### config.mk
export PLATFORM = sky130hd
export DESIGN_NAME = bkpt_match_unit
export DESIGN_NICKNAME = d
export VERILOG_FILES = /design/src/rtl/bkpt_pkg.sv /design/src/rtl/bkpt_comparator.sv /design/src/rtl/bkpt_regfile.sv /design/src/rtl/bkpt_trap_gen.sv /design/src/rtl/bkpt_match_unit.sv
export SDC_FILE = /design/constraint.sdc
export NUM_CORES = 1
export LEC_CHECK = 0
export BUFFER_PORTS_ARGS = -buffer_cell sky130_fd_sc_hd__buf_2
export CORE_MARGIN = 5
export CORE_UTILIZATION = 58
export CTS_BUF_LIST = sky130_fd_sc_hd__clkbuf_4 sky130_fd_sc_hd__clkbuf_8
export CTS_CLUSTER_DIAMETER = 60
export DETAILED_ROUTE_END_ITERATION = 10
export HOLD_SLACK_MARGIN = 0.15
export PLACE_DENSITY = 0.81
export SLEW_MARGIN = 20
export SYNTH_ARGS = -nofsm -noshare
export SYNTH_HDL_FRONTEND = slang
export SYNTH_SLANG_ARGS = --single-unit
### constraint.sdc
create_clock -name clk -period 2.7 [get_ports clk]
set_clock_uncertainty 0.1 [all_clocks]
set_input_delay 0.54 -clock clk [delete_from_list [all_inputs] [get_ports clk]]
set_output_delay 0.54 -clock clk [all_outputs]
set_load 0.01 [all_outputs]
### src/rtl/bkpt_pkg.sv
package bkpt_pkg;
  localparam int NUM_BP  = 4;
  localparam int REG_W   = 32;
  localparam int SEL_W   = 3;
  localparam int SIZE_W  = 3;
  localparam int MAX_BYTES = 4;

  typedef enum logic [1:0] {
    KIND_FETCH = 2'b00,
    KIND_READ  = 2'b01,
    KIND_WRITE = 2'b10,
    KIND_NONE  = 2'b11
  } acc_kind_e;

  localparam logic [1:0] QUAL_EXEC = 2'b00;
  localparam logic [1:0] QUAL_WR   = 2'b01;
  localparam logic [1:0] QUAL_RW   = 2'b11;

  localparam logic [1:0] LEN_1 = 2'b00;
  localparam logic [1:0] LEN_2 = 2'b01;
  localparam logic [1:0] LEN_4 = 2'b11;

  localparam logic [SEL_W-1:0] SEL_STATUS = SEL_W'(NUM_BP);
  localparam logic [SEL_W-1:0] SEL_CTRL   = SEL_W'(NUM_BP + 1);

  localparam int CB_LOC   = 0;
  localparam int CB_GLB   = NUM_BP;
  localparam int CB_EXL   = 2 * NUM_BP;
  localparam int CB_EXG   = 2 * NUM_BP + 1;
  localparam int CB_GUARD = 2 * NUM_BP + 2;
  localparam int CB_FLD   = 16;
  localparam int FLD_W    = 4;

  localparam logic [REG_W-1:0] CTRL_WMASK =
    {{(REG_W-CB_FLD){1'b1}}, {(CB_FLD-CB_GUARD-1){1'b0}}, {(CB_GUARD+1){1'b1}}};
endpackage

### src/rtl/bkpt_comparator.sv
module bkpt_comparator
  import bkpt_pkg::*;
#(
  parameter int ADDR_W = 32
) (
  input  logic [ADDR_W-1:0] bp_addr,
  input  logic [1:0]        bp_len,
  input  logic [1:0]        bp_qual,
  input  logic              armed,
  input  logic              acc_valid,
  input  logic [ADDR_W-1:0] acc_addr,
  input  logic [SIZE_W-1:0] acc_size,
  input  logic [1:0]        acc_kind,
  output logic              hit
);
  localparam int XW = ADDR_W + 1;

  logic [1:0]    span_m1;
  logic          len_ok;
  logic          kind_ok;
  logic          size_ok;
  logic          overlap;
  logic [XW-1:0] reg_first;
  logic [XW-1:0] reg_last;
  logic [XW-1:0] acc_first;
  logic [XW-1:0] acc_last;

  always_comb begin
    len_ok  = 1'b1;
    span_m1 = 2'd0;
    unique case (bp_len)
      LEN_1:   span_m1 = 2'd0;
      LEN_2:   span_m1 = 2'd1;
      LEN_4:   span_m1 = 2'd3;
      default: len_ok  = 1'b0;
    endcase
  end

  always_comb begin
    kind_ok = 1'b0;
    unique case (bp_qual)
      QUAL_EXEC: kind_ok = (acc_kind == KIND_FETCH) && (bp_len == LEN_1);
      QUAL_WR:   kind_ok = (acc_kind == KIND_WRITE);
      QUAL_RW:   kind_ok = (acc_kind == KIND_WRITE) || (acc_kind == KIND_READ);
      default:   kind_ok = 1'b0;
    endcase
  end

  always_comb begin
    size_ok   = (acc_size != '0) && (acc_size <= SIZE_W'(MAX_BYTES));
    reg_first = {1'b0, bp_addr & ~ADDR_W'(span_m1)};
    reg_last  = reg_first + XW'(span_m1);
    acc_first = {1'b0, acc_addr};
    acc_last  = acc_first + XW'(acc_size) - XW'(1);
    overlap   = (acc_first <= reg_last) && (acc_last >= reg_first);
    hit       = armed && acc_valid && size_ok && len_ok && kind_ok && overlap;
  end
endmodule

### src/rtl/bkpt_regfile.sv
module bkpt_regfile
  import bkpt_pkg::*;
#(
  parameter int ADDR_W = 32
) (
  input  logic                          clk,
  input  logic                          rst_n,
  input  logic                          reg_en,
  input  logic                          reg_we,
  input  logic [SEL_W-1:0]              reg_sel,
  input  logic [REG_W-1:0]              reg_wdata,
  input  logic [1:0]                    priv_lvl,
  input  logic                          real_mode,
  input  logic                          task_switch,
  input  logic [NUM_BP-1:0]             hit_vec,
  output logic [NUM_BP-1:0][ADDR_W-1:0] bp_addr,
  output logic [NUM_BP-1:0][1:0]        bp_len,
  output logic [NUM_BP-1:0][1:0]        bp_qual,
  output logic [NUM_BP-1:0]             bp_armed,
  output logic                          exact_any,
  output logic [NUM_BP-1:0]             status,
  output logic [REG_W-1:0]              reg_rdata,
  output logic                          reg_fault
);
  logic [NUM_BP-1:0][ADDR_W-1:0] addr_q, addr_n;
  logic [REG_W-1:0]              ctrl_q, ctrl_n;
  logic [NUM_BP-1:0]             stat_q, stat_n;
  logic [REG_W-1:0]              rdata_q, rdata_n;
  logic                          fault_q, fault_n;
  logic                          allowed;
  logic                          do_wr;
  logic                          do_rd;

  always_comb begin
    allowed = !ctrl_q[CB_GUARD] && (real_mode || (priv_lvl == 2'd0));
    do_wr   = reg_en && reg_we && allowed;
    do_rd   = reg_en && !reg_we && allowed;
    fault_n = reg_en && !allowed;
  end

  always_comb begin
    addr_n = addr_q;
    for (int i = 0; i < NUM_BP; i++) begin
      if (do_wr && (reg_sel == SEL_W'(i))) addr_n[i] = reg_wdata[ADDR_W-1:0];
    end
  end

  always_comb begin
    ctrl_n = ctrl_q;
    if (reg_en && ctrl_q[CB_GUARD]) ctrl_n[CB_GUARD] = 1'b0;
    if (do_wr && (reg_sel == SEL_CTRL)) ctrl_n = reg_wdata & CTRL_WMASK;
    if (task_switch) begin
      ctrl_n[CB_LOC +: NUM_BP] = '0;
      ctrl_n[CB_EXL]           = 1'b0;
    end
  end

  always_comb begin
    stat_n = stat_q;
    if (do_wr && (reg_sel == SEL_STATUS)) stat_n = stat_q & reg_wdata[NUM_BP-1:0];
    stat_n = stat_n | hit_vec;
  end

  always_comb begin
    rdata_n = '0;
    if (do_rd) begin
      if (reg_sel < SEL_W'(NUM_BP)) rdata_n = REG_W'(addr_q[reg_sel[1:0]]);
      else if (reg_sel == SEL_STATUS) rdata_n = REG_W'(stat_q);
      else if (reg_sel == SEL_CTRL) rdata_n = ctrl_q;
    end
  end

  always_ff @(posedge clk or negedge rst_n) begin
    if (!rst_n) begin
      addr_q  <= '0;
      ctrl_q  <= '0;
      stat_q  <= '0;
      rdata_q <= '0;
      fault_q <= 1'b0;
    end else begin
      addr_q  <= addr_n;
      ctrl_q  <= ctrl_n;
      stat_q  <= stat_n;
      rdata_q <= rdata_n;
      fault_q <= fault_n;
    end
  end

  generate
    for (genvar g = 0; g < NUM_BP; g++) begin : g_fld
      assign bp_qual[g]  = ctrl_q[CB_FLD + FLD_W*g +: 2];
      assign bp_len[g]   = ctrl_q[CB_FLD + FLD_W*g + 2 +: 2];
      assign bp_armed[g] = ctrl_q[CB_LOC + g] | ctrl_q[CB_GLB + g];
    end
  endgenerate

  assign bp_addr   = addr_q;
  assign exact_any = ctrl_q[CB_EXL] | ctrl_q[CB_EXG];
  assign status    = stat_q;
  assign reg_rdata = rdata_q;
  assign reg_fault = fault_q;
endmodule

### src/rtl/bkpt_trap_gen.sv
module bkpt_trap_gen
  import bkpt_pkg::*;
(
  input  logic              clk,
  input  logic              rst_n,
  input  logic [NUM_BP-1:0] hit_vec,
  input  logic [NUM_BP-1:0] exec_mask,
  input  logic              exact_any,
  output logic              trap_req,
  output logic              trap_exact
);
  logic trap_q, trap_n;
  logic exact_q, exact_n;

  always_comb begin
    trap_n  = |hit_vec;
    exact_n = trap_n && (exact_any || |(hit_vec & exec_mask));
  end

  always_ff @(posedge clk or negedge rst_n) begin
    if (!rst_n) begin
      trap_q  <= 1'b0;
      exact_q <= 1'b0;
    end else begin
      trap_q  <= trap_n;
      exact_q <= exact_n;
    end
  end

  assign trap_req   = trap_q;
  assign trap_exact = exact_q;
endmodule

### src/rtl/bkpt_match_unit.sv
module bkpt_match_unit
  import bkpt_pkg::*;
#(
  parameter int ADDR_W = 32
) (
  input  logic              clk,
  input  logic              rst_n,
  input  logic              reg_en,
  input  logic              reg_we,
  input  logic [SEL_W-1:0]  reg_sel,
  input  logic [REG_W-1:0]  reg_wdata,
  input  logic [1:0]        priv_lvl,
  input  logic              real_mode,
  output logic [REG_W-1:0]  reg_rdata,
  output logic              reg_fault,
  input  logic              acc_valid,
  input  logic [ADDR_W-1:0] acc_addr,
  input  logic [SIZE_W-1:0] acc_size,
  input  logic [1:0]        acc_kind,
  input  logic              task_switch,
  output logic [NUM_BP-1:0] bp_hit,
  output logic              trap_req,
  output logic              trap_exact
);
  logic [NUM_BP-1:0][ADDR_W-1:0] bp_addr;
  logic [NUM_BP-1:0][1:0]        bp_len;
  logic [NUM_BP-1:0][1:0]        bp_qual;
  logic [NUM_BP-1:0]             bp_armed;
  logic [NUM_BP-1:0]             hit_vec;
  logic [NUM_BP-1:0]             exec_mask;
  logic                          exact_any;

  bkpt_regfile #(.ADDR_W(ADDR_W)) u_regs (
    .clk(clk), .rst_n(rst_n),
    .reg_en(reg_en), .reg_we(reg_we), .reg_sel(reg_sel), .reg_wdata(reg_wdata),
    .priv_lvl(priv_lvl), .real_mode(real_mode), .task_switch(task_switch),
    .hit_vec(hit_vec),
    .bp_addr(bp_addr), .bp_len(bp_len), .bp_qual(bp_qual), .bp_armed(bp_armed),
    .exact_any(exact_any), .status(bp_hit),
    .reg_rdata(reg_rdata), .reg_fault(reg_fault)
  );

  generate
    for (genvar g = 0; g < NUM_BP; g++) begin : g_cmp
      bkpt_comparator #(.ADDR_W(ADDR_W)) u_cmp (
        .bp_addr(bp_addr[g]), .bp_len(bp_len[g]), .bp_qual(bp_qual[g]),
        .armed(bp_armed[g]), .acc_valid(acc_valid), .acc_addr(acc_addr),
        .acc_size(acc_size), .acc_kind(acc_kind), .hit(hit_vec[g])
      );
      assign exec_mask[g] = (bp_qual[g] == QUAL_EXEC);
    end
  endgenerate

  bkpt_trap_gen u_trap (
    .clk(clk), .rst_n(rst_n), .hit_vec(hit_vec), .exec_mask(exec_mask),
    .exact_any(exact_any), .trap_req(trap_req), .trap_exact(trap_exact)
  );
endmodule

==> flow_summary.rst <==
.. list-table::
   :header-rows: 1

   * - Metric
     - Value
   * - Post-detail-place hpwl
     - between 50000 and 60000 microns
   * - Post-synthesis area per instance
     - 9.04 sq um
   * - Cell type with the highest aggregate area in the netlist
     - dfrtp_1
   * - Die outline area
     - 32800 sq um
   * - Final hold violations
     - 0
   * - Violated checks
     - setup timing
   * - First-pass GRT wire length
     - 104000 microns
   * - Number of max-capacitance violations reported
     - 0
   * - Global routing usage summed across all routing layers
     - 0.412
   * - Maximum fanout along the worst path
     - 4
   * - Seq/Total Area, Yosys
     - 0.285
   * - Number of port buffers
     - 119
   * - Static Leak
     - 11.4 nW
   * - Insertion delay to the later sink of the worst-skew pair
     - between 0.5 and 0.6 ns
   * - Leading post-synthesis cells by cell area
     - dfrtp_1, ha_1, inv_1
   * - Type of the setup path with the least slack
     - in -> reg
   * - Instance area after placement
     - 21500 sq um
   * - Slew at the pin with the worst max-slew slack
     - 1.01 ns
   * - Number of distinct library cells after synthesis
     - 66
   * - Clock root buffer
     - clkbuf_8
   * - Cell Count, Final, Fillers Out
     - 2827
   * - Xor/xnor share of the synthesized area
     - 0.0453
   * - Overflow left after global routing
     - 0
   * - Switching part of the total power
     - 0.432
   * - Deepest level of the CTS H-tree
     - 4
   * - Critical path startpoint category
     - primary input
   * - Count of yosys warnings during synthesis
     - 0
   * - Standard cell core area
     - 28900 sq um
   * - Number of enable flip-flop cells after synthesis
     - 0
   * - Final core occ
     - 0.782
   * - Num Clock Sinks
     - 194
   * - Post-route ant nets
     - 0
   * - First drt pass iteration count
     - 6
   * - Tmin final
     - 4.81 ns
   * - Iteration-0 DRC count of the detailed router
     - 2226
   * - Commonest non-fill, non-tap cells in the layout
     - buf_4, ha_1, inv_1
   * - Number of flip-flops and latches in the synthesized netlist
     - 194
   * - CP required
     - 3.02 ns
   * - Outcome
     - finished with violations
   * - Die Span X
     - between 150 and 200 microns
   * - Via count of the first global-routing pass
     - 17900
   * - Most used flip-flop cell after synthesis
     - dfrtp_1
   * - Clock slew seen by the registers of the worst setup and hold paths
     - 0.12 ns
   * - Critical Path End Type
     - register
   * - Final std cell area, no fill
     - 22600 sq um
   * - NetSw
     - between 6 and 7 mW
   * - Slowest Stage Delay on Critical Path
     - 0.34 ns
   * - Share of synthesized area spent on multiplexers
     - 0.0839
   * - Synth Cell Area
     - ~17000 sq um
   * - Pwr/cell area
     - 668 nW/um^2
   * - Basic-gate share of the synthesized area counting and, or, nand and nor cells
     - 0.140
   * - Slack of the critical path
     - -2.11 ns
   * - Post-detailed-route via-to-cell ratio
     - 6.27
   * - Initial Utilization
     - 0.589
   * - Setup TNS
     - -11.95 ns
   * - Share of cells above drive strength 1
     - 0.327
   * - Critical-path top delay cell
     - o211ai_1
   * - Library cell appearing most often on the critical path
     - ha_4
   * - Synth top area share
     - 0.285
   * - Total design power
     - 15.1 mW
   * - Number of setup violations in the final report
     - 6
   * - Main combinational cell family by area after synthesis
     - adder cells
   * - Worst Hold Slack
     - 0.164 ns
   * - Y dimension of the die
     - 181 microns
   * - Count of pins on the block boundary
     - 120
   * - Average wire per standard cell
     - 24.4 microns
   * - Reg-to-reg setup timing slack
     - -0.67 ns
   * - Worst IR Drop VDD
     - between 400 and 500 uV
   * - Number of nets in the layout
     - 2808
   * - Antenna violations before repair
     - 1
   * - Clock network power share
     - 0.136
   * - Site row count
     - 62
   * - Compound-Gate Fraction of Synth Area
     - 0.165
   * - Int Pwr
     - 8.57 mW
   * - Most common library cell in the layout ignoring fill and taps
     - buf_4
   * - Antenna fix cells
     - 0
   * - Worst slew margin
     - 0.320
   * - Final clock period utilization by the worst path
     - 1.78
   * - Combinational Power Share
     - 0.600
   * - Worst min-delay path class
     - in -> reg
   * - Sequential cell fraction of total power
     - 0.264
   * - Setup repair after global routing missed its margin
     - yes
   * - Area share of fa/ha/maj cells after synthesis
     - 0.219
   * - Arrival time reported for the critical path endpoint
     - 5.13 ns
   * - TritonCTS clock tree
     - built
   * - Placer's final routability congestion estimate
     - 1.01
   * - Worst slack, placed
     - -2.98 ns
   * - DRC errors left
     - 0
   * - Pin count of the biggest net entering global routing
     - 70
   * - Number of CTS-inserted buffers
     - 17
   * - Number of max-slew violations in the final report
     - 0
   * - Gate count of the mapped netlist
     - 1882
   * - Fmax
     - 208 MHz
   * - Vias after detailed routing
     - 17700
   * - Async set-reset flop share out of synthesis
     - 1.00
   * - Placed Cells
     - approximately 2800
   * - Synthesis-to-layout area growth
     - 32.7%
   * - Bufs on Longest Clock Path
     - 2
   * - WL final
     - 69000 microns
==> layout make-up <==
type                            count  area [sq um]
Multi-Input combinational cell   1412         11800
Fill cell                        2019          6290
Sequential cell                   194          4850
Timing Repair Buffer              563          4140
Inverter                          242           941
Tap cell                          384           480
Clock buffer                       19           255
Clock inverter                     13           144
==> worst max-delay path: cells and delay by family <==
| family | cells | cell delay, ns |
|---|---|---|
| adders and majority gates | 4 | 0.82 |
| AOI/OAI and AO/OA | 13 | 2.43 |
| buffers and inverters | 6 | 0.51 |
| xor gates and xnor gates | 1 | 0.18 |
| and+or+nand+nor | 3 | 0.64 |
==> cell families after synthesis <==
kind of cell,count (synthesis)
and+or+nand+nor,479
AOI/OAI and AO/OA,449
adders and majority gates,297
buffers and inverters,279
DFF,194
muxes,95
xor gates and xnor gates,88
other,1
==> worst paths after layout <==
kind                                          from                   end  depth (start not counted)
worst max-delay path                   acc_addr[1]       u_trap.trap_req                         27
worst min register to register   u_regs.ctrl_q[10]     u_regs.ctrl_q[10]                          2
worst max register to register  u_regs.bp_addr[90]     u_trap.trap_exact                         14
max in group asynchronous                    rst_n    u_regs.bp_addr[46]                          3
worst min-delay path                        reg_en     u_regs.ctrl_q[10]                          2
min in group asynchronous                    rst_n  u_regs.reg_rdata[27]                          2
==> registers in the layout (all words and copies together) (netlist names) <==
register,count
u_trap.trap_exact,1
u_regs.status,4
u_regs.reg_fault,1
u_trap.trap_req,1
u_regs.ctrl_q,27
u_regs.reg_rdata,32
u_regs.bp_addr,128
==> power by group through the flow <==
stage               clock, mW  sequential (mW)  combinational [mW]
floorplan                   0             4.04                4.15
global placement            0             3.98                7.99
detailed placement          0             4.01                8.24
CTS                      2.05             3.96                8.55
global route             2.18             4.05                9.74
finish                   2.05             3.99                9.05
==> repair_timing <==
item | in CTS | in global routing
pin swaps | 46 | 48
gates resized for setup | 65 | 37
buffers inserted | 9 | 8
hold buffers | 1 | 0
setup endpoints to repair | 6 | 6
endpoints found under the hold margin | 50 | 0
==> metal layers <==
metal / track usage / vias up / share of wire
met5: 0 / - / 0.00019
met4: 0.198 / 2 / 0.059
met3: 0.0869 / 263 / 0.11
met2: 0.635 / 1084 / 0.44
met1: 0.555 / 8520 / 0.39
li1: - / 7862 / -
==> cells in the mapped netlist (4+ instances only) <==
cell / number
xnor2_1: 82
and4_1: 7
a2111oi_0: 7
o21a_1: 11
mux4_2: 31
a211oi_1: 15
clkbuf_1: 35
a22oi_1: 6
nand3_2: 4
mux2i_1: 5
nand3_1: 40
mux2_2: 58
nand2b_1: 14
nor3_1: 27
o311ai_0: 4
ha_1: 296
o21ai_0: 153
or3_1: 5
and2_1: 11
a21oi_1: 99
nand4_1: 61
inv_1: 240
o211ai_1: 10
or2_2: 4
a22o_1: 23
o22ai_1: 4
o21bai_1: 5
nor4_1: 18
a31oi_1: 12
nor2_1: 78
dfrtp_1: 194
nor2b_1: 13
a21o_1: 72
xor2_1: 6
nand2_1: 179
Note: power is estimated with default switching activity, not from simulation.
